### config.mk
export PLATFORM = sky130hd
export DESIGN_NAME = evflag_ctrl
export DESIGN_NICKNAME = d
export VERILOG_FILES = /design/src/rtl/evflag_pkg.sv /design/src/rtl/evflag_cell.sv /design/src/rtl/evflag_protect.sv /design/src/rtl/evflag_global.sv /design/src/rtl/evflag_ctrl.sv
export SDC_FILE = /design/constraint.sdc
export NUM_CORES = 1
export LEC_CHECK = 0
export BUFFER_PORTS_ARGS = -buffer_cell sky130_fd_sc_hd__clkbuf_2
export CORE_UTILIZATION = 25
export CTS_CLUSTER_SIZE = 10
export DETAILED_ROUTE_END_ITERATION = 10
export PLACE_DENSITY = 0.54
export SKIP_LAST_GASP = 1
export SLEW_MARGIN = 10
export SYNTH_ARGS = -nofsm -noshare
export SYNTH_HDL_FRONTEND = slang
export SYNTH_SLANG_ARGS = --single-unit
### constraint.sdc
create_clock -name clk -period 1.55 [get_ports clk]
set_input_delay 0.155 -clock clk [delete_from_list [all_inputs] [get_ports clk]]
set_output_delay 0.155 -clock clk [all_outputs]
set_load 0.005 [all_outputs]
### src/rtl/evflag_pkg.sv
package evflag_pkg;

   localparam int SEL_W    = 3;
   localparam int NUM_LOCK = 4;

   typedef enum logic [SEL_W-1:0] {
      SEL_INT_EN  = 3'd0,
      SEL_INT_FRC = 3'd1,
      SEL_INT_CLR = 3'd2,
      SEL_NMI_KEY = 3'd3,
      SEL_NMI_FRC = 3'd4,
      SEL_NMI_CLR = 3'd5,
      SEL_LOCK    = 3'd6,
      SEL_COMMIT  = 3'd7
   } reg_sel_e;

   // lock / commit bit positions of the guarded registers
   localparam int LK_INT_EN  = 0;
   localparam int LK_NMI_KEY = 1;
   localparam int LK_INT_FRC = 2;
   localparam int LK_NMI_FRC = 3;

endpackage

### src/rtl/evflag_cell.sv
module evflag_cell #(
   parameter bit SET_WINS = 1'b1
) (
   input  logic clk,
   input  logic rst_n,
   input  logic set_i,
   input  logic clr_i,
   output logic flag_o
);
   logic flag_d;

   generate
      if (SET_WINS) begin : g_set_first
         always_comb flag_d = set_i | (flag_o & ~clr_i);
      end else begin : g_clr_first
         always_comb flag_d = (set_i | flag_o) & ~clr_i;
      end
   endgenerate

   always_ff @(posedge clk or negedge rst_n) begin
      if (!rst_n) flag_o <= 1'b0;
      else        flag_o <= flag_d;
   end
endmodule

### src/rtl/evflag_protect.sv
module evflag_protect #(
   parameter int NUM_LOCK = 4
) (
   input  logic                clk,
   input  logic                rst_n,
   input  logic                lock_wr_i,
   input  logic                commit_wr_i,
   input  logic [NUM_LOCK-1:0] data_i,
   output logic [NUM_LOCK-1:0] lock_o,
   output logic [NUM_LOCK-1:0] commit_o
);
   logic [NUM_LOCK-1:0] commit_d;
   logic [NUM_LOCK-1:0] lock_d;

   always_comb begin
      commit_d = commit_o | (commit_wr_i ? data_i : '0);
      lock_d   = (lock_wr_i ? data_i : lock_o) | commit_d;
   end

   always_ff @(posedge clk or negedge rst_n) begin
      if (!rst_n) begin
         commit_o <= '0;
         lock_o   <= '0;
      end else begin
         commit_o <= commit_d;
         lock_o   <= lock_d;
      end
   end
endmodule

### src/rtl/evflag_global.sv
module evflag_global #(
   parameter int N = 6
) (
   input  logic         clk,
   input  logic         rst_n,
   input  logic [N-1:0] flags_i,
   input  logic [N-1:0] en_i,
   input  logic         clr_i,
   output logic         glob_o,
   output logic         pulse_o
);
   logic arm;

   always_comb arm = ~glob_o & (|(flags_i & en_i));

   always_ff @(posedge clk or negedge rst_n) begin
      if (!rst_n) begin
         glob_o  <= 1'b0;
         pulse_o <= 1'b0;
      end else begin
         pulse_o <= arm;
         if (arm)        glob_o <= 1'b1;
         else if (clr_i) glob_o <= 1'b0;
      end
   end
endmodule

### src/rtl/evflag_ctrl.sv
module evflag_ctrl
   import evflag_pkg::*;
#(
   parameter int              NUM_EVT  = 6,
   parameter int              KEY_W    = 4,
   parameter logic [KEY_W-1:0] KEY_ON  = 4'h5,
   parameter logic [KEY_W-1:0] KEY_OFF = 4'hA,
   parameter int              DATA_W   = NUM_EVT + 1,
   parameter bit              SET_WINS = 1'b1
) (
   input  logic                clk,
   input  logic                rst_n,
   input  logic [NUM_EVT-1:0]  evt_i,
   input  logic                wr_en_i,
   input  logic [SEL_W-1:0]    wr_sel_i,
   input  logic [DATA_W-1:0]   wr_data_i,
   output logic [NUM_EVT:0]    int_flags_o,
   output logic                int_pulse_o,
   output logic [NUM_EVT-2:0]  nmi_flags_o,
   output logic                nmi_o,
   output logic [NUM_EVT-1:0]  int_en_o,
   output logic [KEY_W-1:0]    nmi_key_o,
   output logic [NUM_LOCK-1:0] lock_o,
   output logic [NUM_LOCK-1:0] commit_o
);
   localparam int NUM_ERR  = NUM_EVT - 1;
   localparam int GLOB_BIT = NUM_EVT;

   generate
      if (NUM_EVT < 2) begin : g_bad_evt
         $error("NUM_EVT must be at least 2");
      end
      if (DATA_W < NUM_EVT + 1 || DATA_W < KEY_W || DATA_W < NUM_LOCK) begin : g_bad_data
         $error("DATA_W too narrow for the register fields");
      end
      if (KEY_ON == KEY_OFF) begin : g_bad_key
         $error("KEY_ON and KEY_OFF must differ");
      end
   endgenerate

   // write decode
   logic hit_en, hit_ifrc, hit_iclr, hit_key, hit_nfrc, hit_nclr, hit_lock, hit_commit;
   always_comb begin
      hit_en     = wr_en_i && (wr_sel_i == SEL_INT_EN);
      hit_ifrc   = wr_en_i && (wr_sel_i == SEL_INT_FRC);
      hit_iclr   = wr_en_i && (wr_sel_i == SEL_INT_CLR);
      hit_key    = wr_en_i && (wr_sel_i == SEL_NMI_KEY);
      hit_nfrc   = wr_en_i && (wr_sel_i == SEL_NMI_FRC);
      hit_nclr   = wr_en_i && (wr_sel_i == SEL_NMI_CLR);
      hit_lock   = wr_en_i && (wr_sel_i == SEL_LOCK);
      hit_commit = wr_en_i && (wr_sel_i == SEL_COMMIT);
   end

   // protection bits
   logic [NUM_LOCK-1:0] lock_q, commit_q;
   evflag_protect #(.NUM_LOCK(NUM_LOCK)) u_prot (
      .clk         (clk),
      .rst_n       (rst_n),
      .lock_wr_i   (hit_lock),
      .commit_wr_i (hit_commit),
      .data_i      (wr_data_i[NUM_LOCK-1:0]),
      .lock_o      (lock_q),
      .commit_o    (commit_q)
   );

   // guarded configuration registers
   logic [NUM_EVT-1:0] en_q;
   logic [KEY_W-1:0]   key_q;
   always_ff @(posedge clk or negedge rst_n) begin
      if (!rst_n) begin
         en_q  <= '0;
         key_q <= KEY_OFF;
      end else begin
         if (hit_en && !lock_q[LK_INT_EN])   en_q  <= wr_data_i[NUM_EVT-1:0];
         if (hit_key && !lock_q[LK_NMI_KEY]) key_q <= wr_data_i[KEY_W-1:0];
      end
   end

   // flag set / clear vectors
   logic               nmi_arm;
   logic [NUM_EVT-1:0] int_set, int_clr, int_flag;
   logic [NUM_ERR-1:0] nmi_set, nmi_clr, nmi_flag;
   always_comb begin
      nmi_arm = (key_q == KEY_ON);
      int_set = evt_i
              | ({NUM_EVT{hit_ifrc & ~lock_q[LK_INT_FRC]}} & wr_data_i[NUM_EVT-1:0]);
      int_clr = {NUM_EVT{hit_iclr}} & wr_data_i[NUM_EVT-1:0];
      nmi_set = ({NUM_ERR{nmi_arm}} & evt_i[NUM_EVT-1:1])
              | ({NUM_ERR{hit_nfrc & ~lock_q[LK_NMI_FRC]}} & wr_data_i[NUM_ERR-1:0]);
      nmi_clr = {NUM_ERR{hit_nclr}} & wr_data_i[NUM_ERR-1:0];
   end

   generate
      for (genvar g = 0; g < NUM_EVT; g++) begin : g_int
         evflag_cell #(.SET_WINS(SET_WINS)) u_cell (
            .clk (clk), .rst_n (rst_n),
            .set_i (int_set[g]), .clr_i (int_clr[g]), .flag_o (int_flag[g])
         );
      end
      for (genvar g = 0; g < NUM_ERR; g++) begin : g_nmi
         evflag_cell #(.SET_WINS(SET_WINS)) u_cell (
            .clk (clk), .rst_n (rst_n),
            .set_i (nmi_set[g]), .clr_i (nmi_clr[g]), .flag_o (nmi_flag[g])
         );
      end
   endgenerate

   logic glob_q;
   evflag_global #(.N(NUM_EVT)) u_glob (
      .clk     (clk),
      .rst_n   (rst_n),
      .flags_i (int_flag),
      .en_i    (en_q),
      .clr_i   (hit_iclr & wr_data_i[GLOB_BIT]),
      .glob_o  (glob_q),
      .pulse_o (int_pulse_o)
   );

   always_comb begin
      int_flags_o = {glob_q, int_flag};
      nmi_flags_o = nmi_flag;
      nmi_o       = |nmi_flag;
      int_en_o    = en_q;
      nmi_key_o   = key_q;
      lock_o      = lock_q;
      commit_o    = commit_q;
   end
endmodule

# Yosys cells after proc, flatten, opt, wreduce, memory -nomap -nowiden

Index checks and enable logic that the tools add are counted.

Register bits: 31
Input port bits: 19
Output and inout port bits: 32
Word-level logic and storage cells: 95

Eq/ne operators: 8
Muxes and demuxes: 4
Bitwise gates (word level): 50
Reductions and logical operators: 16

Operators with widths:

| operator                                                        | count |
|---|---|
| 6-bit bitwise AND                                               | 3 |
| 1-bit bitwise AND                                               | 15 |
| 5-bit bitwise AND                                               | 3 |
| 1-bit NOT                                                       | 14 |
| 3-bit == test, second input constant                            | 4 |
| 1-bit bitwise OR                                                | 11 |
| 1-bit logical AND                                               | 10 |
| 4-bit 2-to-1 mux                                                | 2 |
| 4-bit bitwise OR                                                | 2 |
| 3-bit by 2-bit == test with 1-bit output, second input constant | 2 |
| 6-bit bitwise OR                                                | 1 |
| 6-bit OR reduction                                              | 1 |
| 5-bit bitwise OR                                                | 1 |
| 5-bit OR reduction                                              | 1 |
| 4-bit by 3-bit == test with 1-bit output, second input constant | 1 |
| 3-bit by 1-bit == test with 1-bit output, second input constant | 1 |
| 3-bit logical NOT                                               | 1 |
| 1-bit logical NOT                                               | 2 |
| 1-bit 2-to-1 mux                                                | 2 |
| 2-bit nonzero test                                              | 1 |

# Longest topological paths before layout

Depth after elaboration: 6
Depth in mapped cells: 4
Mapped depth without buffers: 3

# Modules after synthesis

A second synthesis with hierarchy kept.

Cells, all modules: 121
Area total of the unflattened synthesis: 1,456.4 um^2

By module, submodules not included:

| module         | times used | cells an instance | area each (um^2) | sequential area each (um^2) |
|---|---|---|---|---|
| evflag_ctrl    | 1          | 62                | 666.9            | 252.7 |
| evflag_cell    | 11         | 3                 | 36.3             | 25.0 |
| evflag_protect | 1          | 18                | 287.8            | 200.2 |
| evflag_global  | 1          | 8                 | 102.6            | 50.0 |

# Least setup slack after synthesis

OpenSTA, ideal clock, no wires.

Path type: reg-to-reg
Start: reg u_prot.lock_o[0]
End: reg en_q[0] (netlist: int_en_o[0])
Library setup time: 0.125 ns
Arrival time: 1.192 ns
Required time: 1.425 ns
Path slack: 0.233 ns
Cell stages (with the launch flop): 3
Path buffers: 0
Period minus slack after synthesis: 1.317 ns
Cell sequence: dfrtp_1 nor4_4 mux2_2

Cells in the longest elaborated chain, start to end: 2

Ends and longest elaborated chain:

| element                | line                 | text |
|---|---|---|
| from (decl)            | evflag_protect.sv:9  | `output logic [NUM_LOCK-1:0] lock_o,` |
| from (signal assigned) | evflag_protect.sv:26 | `lock_o <= lock_d;` |
| 1-bit logical NOT      | evflag_ctrl.sv:74    | `if (hit_en && !lock_q[LK_INT_EN]) en_q <= wr_data_i[NUM_EVT-1:0];` |
| 1-bit logical AND      | evflag_ctrl.sv:74    |  |
| to (signal assigned)   | evflag_ctrl.sv:74    |  |
| to (decl)              | evflag_ctrl.sv:67    | `logic [NUM_EVT-1:0] en_q;` |

No other way between the ends.
A chain may end at the register's enable or synchronous reset.

# Worst setup path in the final report

Start: reg u_prot.lock_o[0]
End: reg en_q[3] (netlist: int_en_o[3])

The elaborated chain is that of the path after synthesis.

==> results_dict.tcl <==
set metrics [dict create \
    critPathLaunchType "flop" \
    period_needed_ns 1.45 \
    min_to "g_int[0].u_cell.flag_o$_DFF_PN0_" \
    holdPathStages 2 \
    max_cap_viol_count 0 \
    start_util_pct 25.9 \
    grt.total_usage_pct 13.1 \
    dieArea_um2 5980 \
    fp.dieH_um 77.3 \
    pin_count 51 \
    grt_pass1_vias 1134 \
    dr.pass1.iters 4 \
    cts_tree "built" \
    hold_violations 0 \
    fin_skew_ns 0.00607 \
    syn_to_final_growth_pct 25.5 \
    r2r-end "int_en_o[3]$_DFFE_PN0P_" \
    hp-start "evt_i[0]" \
    drt_iter0_drc 113 \
    rr_worst_depth 2 \
    worst_slew_pin_slew_ns 0.771 \
    pwr_density_cell_nw_per_um2 1240 \
    leakage_nw 0.786 \
    fin_tns_setup_ns 0 \
    dieWidth_um 77.3 \
    core-area_um2 5470 \
    clk_pin_slew_worst_paths_ns 0.06 \
    antenna_found_initial 0 \
    peakVddDrop_mv 0.457 \
    htreeDepth 2 \
    p_total_mw 2.20 \
    syn_inst 107 \
    ff_latch_area_um2 778 \
    syn_nets 126 \
    yosysWarnings 0 \
    critPathArrivalTime_ns 1.61 \
    hold_class "primary input to flop" \
    grt_pass1_wl_um 6000 \
    nets 173 \
    rr_startpoint "u_prot.lock_o[0]$_DFF_PN0_" \
    fillers 579 \
    critPathRequiredTime_ns 1.71 \
    dp_hpwl_um 2790 \
    fmax_mhz 689 \
    synth.avg_cell_area_um2 13.3 \
    outcome "finished, final reports clean" \
    rows 27 \
    numPortBuffers 50 \
    synth_cell_types 23 \
    gp_congestion 0.762 \
    worstPathMaxFanout 6 \
    final_antenna_net_count 0 \
    rsz0062_at_grt "no" \
    maxSlewHeadroom_pct 48.6 \
    post-route-period-util_pct 93.6 \
    ys_seq_elements 31 \
    multi_input_area_um2 549 \
    setup_viol 0 \
    grt_overflow 0 \
    final_common_cell "clkbuf_2" \
    drive_above_1_share_pct 50.6 \
    cp-end-kind "flop" \
    diodes 0 \
    layout_common_cells "clkbuf_2, dfrtp_1, a221o_1" \
    crit_type "flop to flop" \
    clk_latency_ns 0.27 \
    synth_area_um2 1420 \
    r2r_slack_ns 0.1 \
    drc 0 \
    vias 1113 \
    clockRootBuffer "clkbuf_8" \
    via_per_inst 4.92 \
    clock-sinks 31 \
    cts_buffers 5 \
    wirelength_um 3580 \
    grt_max_degree 32 \
    yosysSeqAreaShare_pct 54.9 \
    slew_viol_final 0 \
    final_util_pct 32.5 \
    clock_path_buffers 2 \
    wire_per_inst_um 15.9 \
]
-- timing repair --
action / in CTS / in global routing
endpoints found under the hold margin: 29 / 0
endpoints found under the setup margin: 0 / 5
hold buffers: 1 / 0
gates resized for setup: 0 / 1
setup buffers: 0 / 0
-- sequential cells by signal (all words and copies together), names as in the netlist --
| register | flops |
|---|---|
| g_int.u_cell.flag_o | 6 |
| int_en_o | 6 |
| g_nmi.u_cell.flag_o | 5 |
| nmi_key_o | 4 |
| u_prot.commit_o | 4 |
| u_prot.lock_o | 4 |
| u_glob.glob_o | 1 |
| u_glob.pulse_o | 1 |
-- Yosys cell counts, drive strengths merged --
master   n  area, um^2
and3     1        7.51
nor3     2        15.0
a221o   15         150
a22oi    3        22.5
dfrtp   29         726
dfstp    2        52.6
a21o     4        30.0
nor4     2        27.5
a31oi    1        6.26
nand3    2        10.0
nand2b   2        20.0
nor4bb   2        20.0
a21boi   5        37.5
nor4b    1        23.8
and4b    1        11.3
mux2    10         113
buf     13        97.6
o21a     1        7.51
nand2    9        33.8
nor2     2        7.51
-- worst max-delay path by stage --
stage	to	start	slack, ns
after global placement	int_en_o[5]$_DFFE_PN0P_	u_prot.lock_o[0]$_DFF_PN0_	0.10
final	int_en_o[3]$_DFFE_PN0P_	u_prot.lock_o[0]$_DFF_PN0_	0.1
after detailed placement	int_en_o[4]$_DFFE_PN0P_	u_prot.lock_o[0]$_DFF_PN0_	0.06
after CTS	g_nmi[2].u_cell.flag_o$_DFF_PN0_	nmi_key_o[2]$_DFFE_PN0P_	0.07
after floorplan	int_en_o[0]$_DFFE_PN0P_	u_prot.lock_o[0]$_DFF_PN0_	0.23
after global routing	int_en_o[3]$_DFFE_PN0P_	u_prot.lock_o[0]$_DFF_PN0_	0.02
-- critical path: stages, from the launching register on --
cell and delay, ns:
dfrtp_1 0.42, nor4_4 0.53, mux2_2 0.39
-- cells by family after synthesis --
family / count (synthesis) / synth area share (%)
compound gates: 29 / 17.9
buf+inv: 13 / 6.88
flops: 31 / 54.9
mux: 10 / 7.94
simple gates: 24 / 12.4
-- through the flow --
| stage | hold slack, ns | setup WS [ns] | instances | area, um^2 |
|---|---|---|---|---|
| finish | 0.0985 | 0.0987 | 226 | 1780 |
| global route | 0.103 | 0.0218 | 226 | 1780 |
| CTS | 0.102 | 0.0654 | 226 | 1770 |
| detailed placement | 0.270 | 0.0645 | 218 | 1680 |
| global placement | 0.250 | 0.102 | 218 | 1680 |
| floorplan | -0.141 | 0.233 | 107 | 1420 |
-- power by group --
group / leakage [nW] / internal [mW] / total (mW) / switching (mW)
clock: 0.0470 / 0.348 / 0.627 / 0.279
combinational: 0.397 / 0.279 / 0.500 / 0.221
sequential: 0.342 / 0.958 / 1.08 / 0.119
total: 0.786 / 1.58 / 2.20 / 0.619
-- area by class of cell --
cell class              count  share of cell area [%]
flip-flops and latches     31                    43.7
clock buffers               6                    4.64
well taps                  72                    5.06
clock inverters             1                   0.281
repair buffers             53                    15.5
multi-input cells          63                    30.9
-- per-layer routing --
metal	GRT usage (%)	up-vias	share of wire (%)
met5	0	-	0
met4	3.40	0	0.45
met3	4.59	2	6.2
met2	20.0	44	49
li1	-	496	-
met1	17.5	571	45
Note: power is estimated with default switching activity, not from simulation.
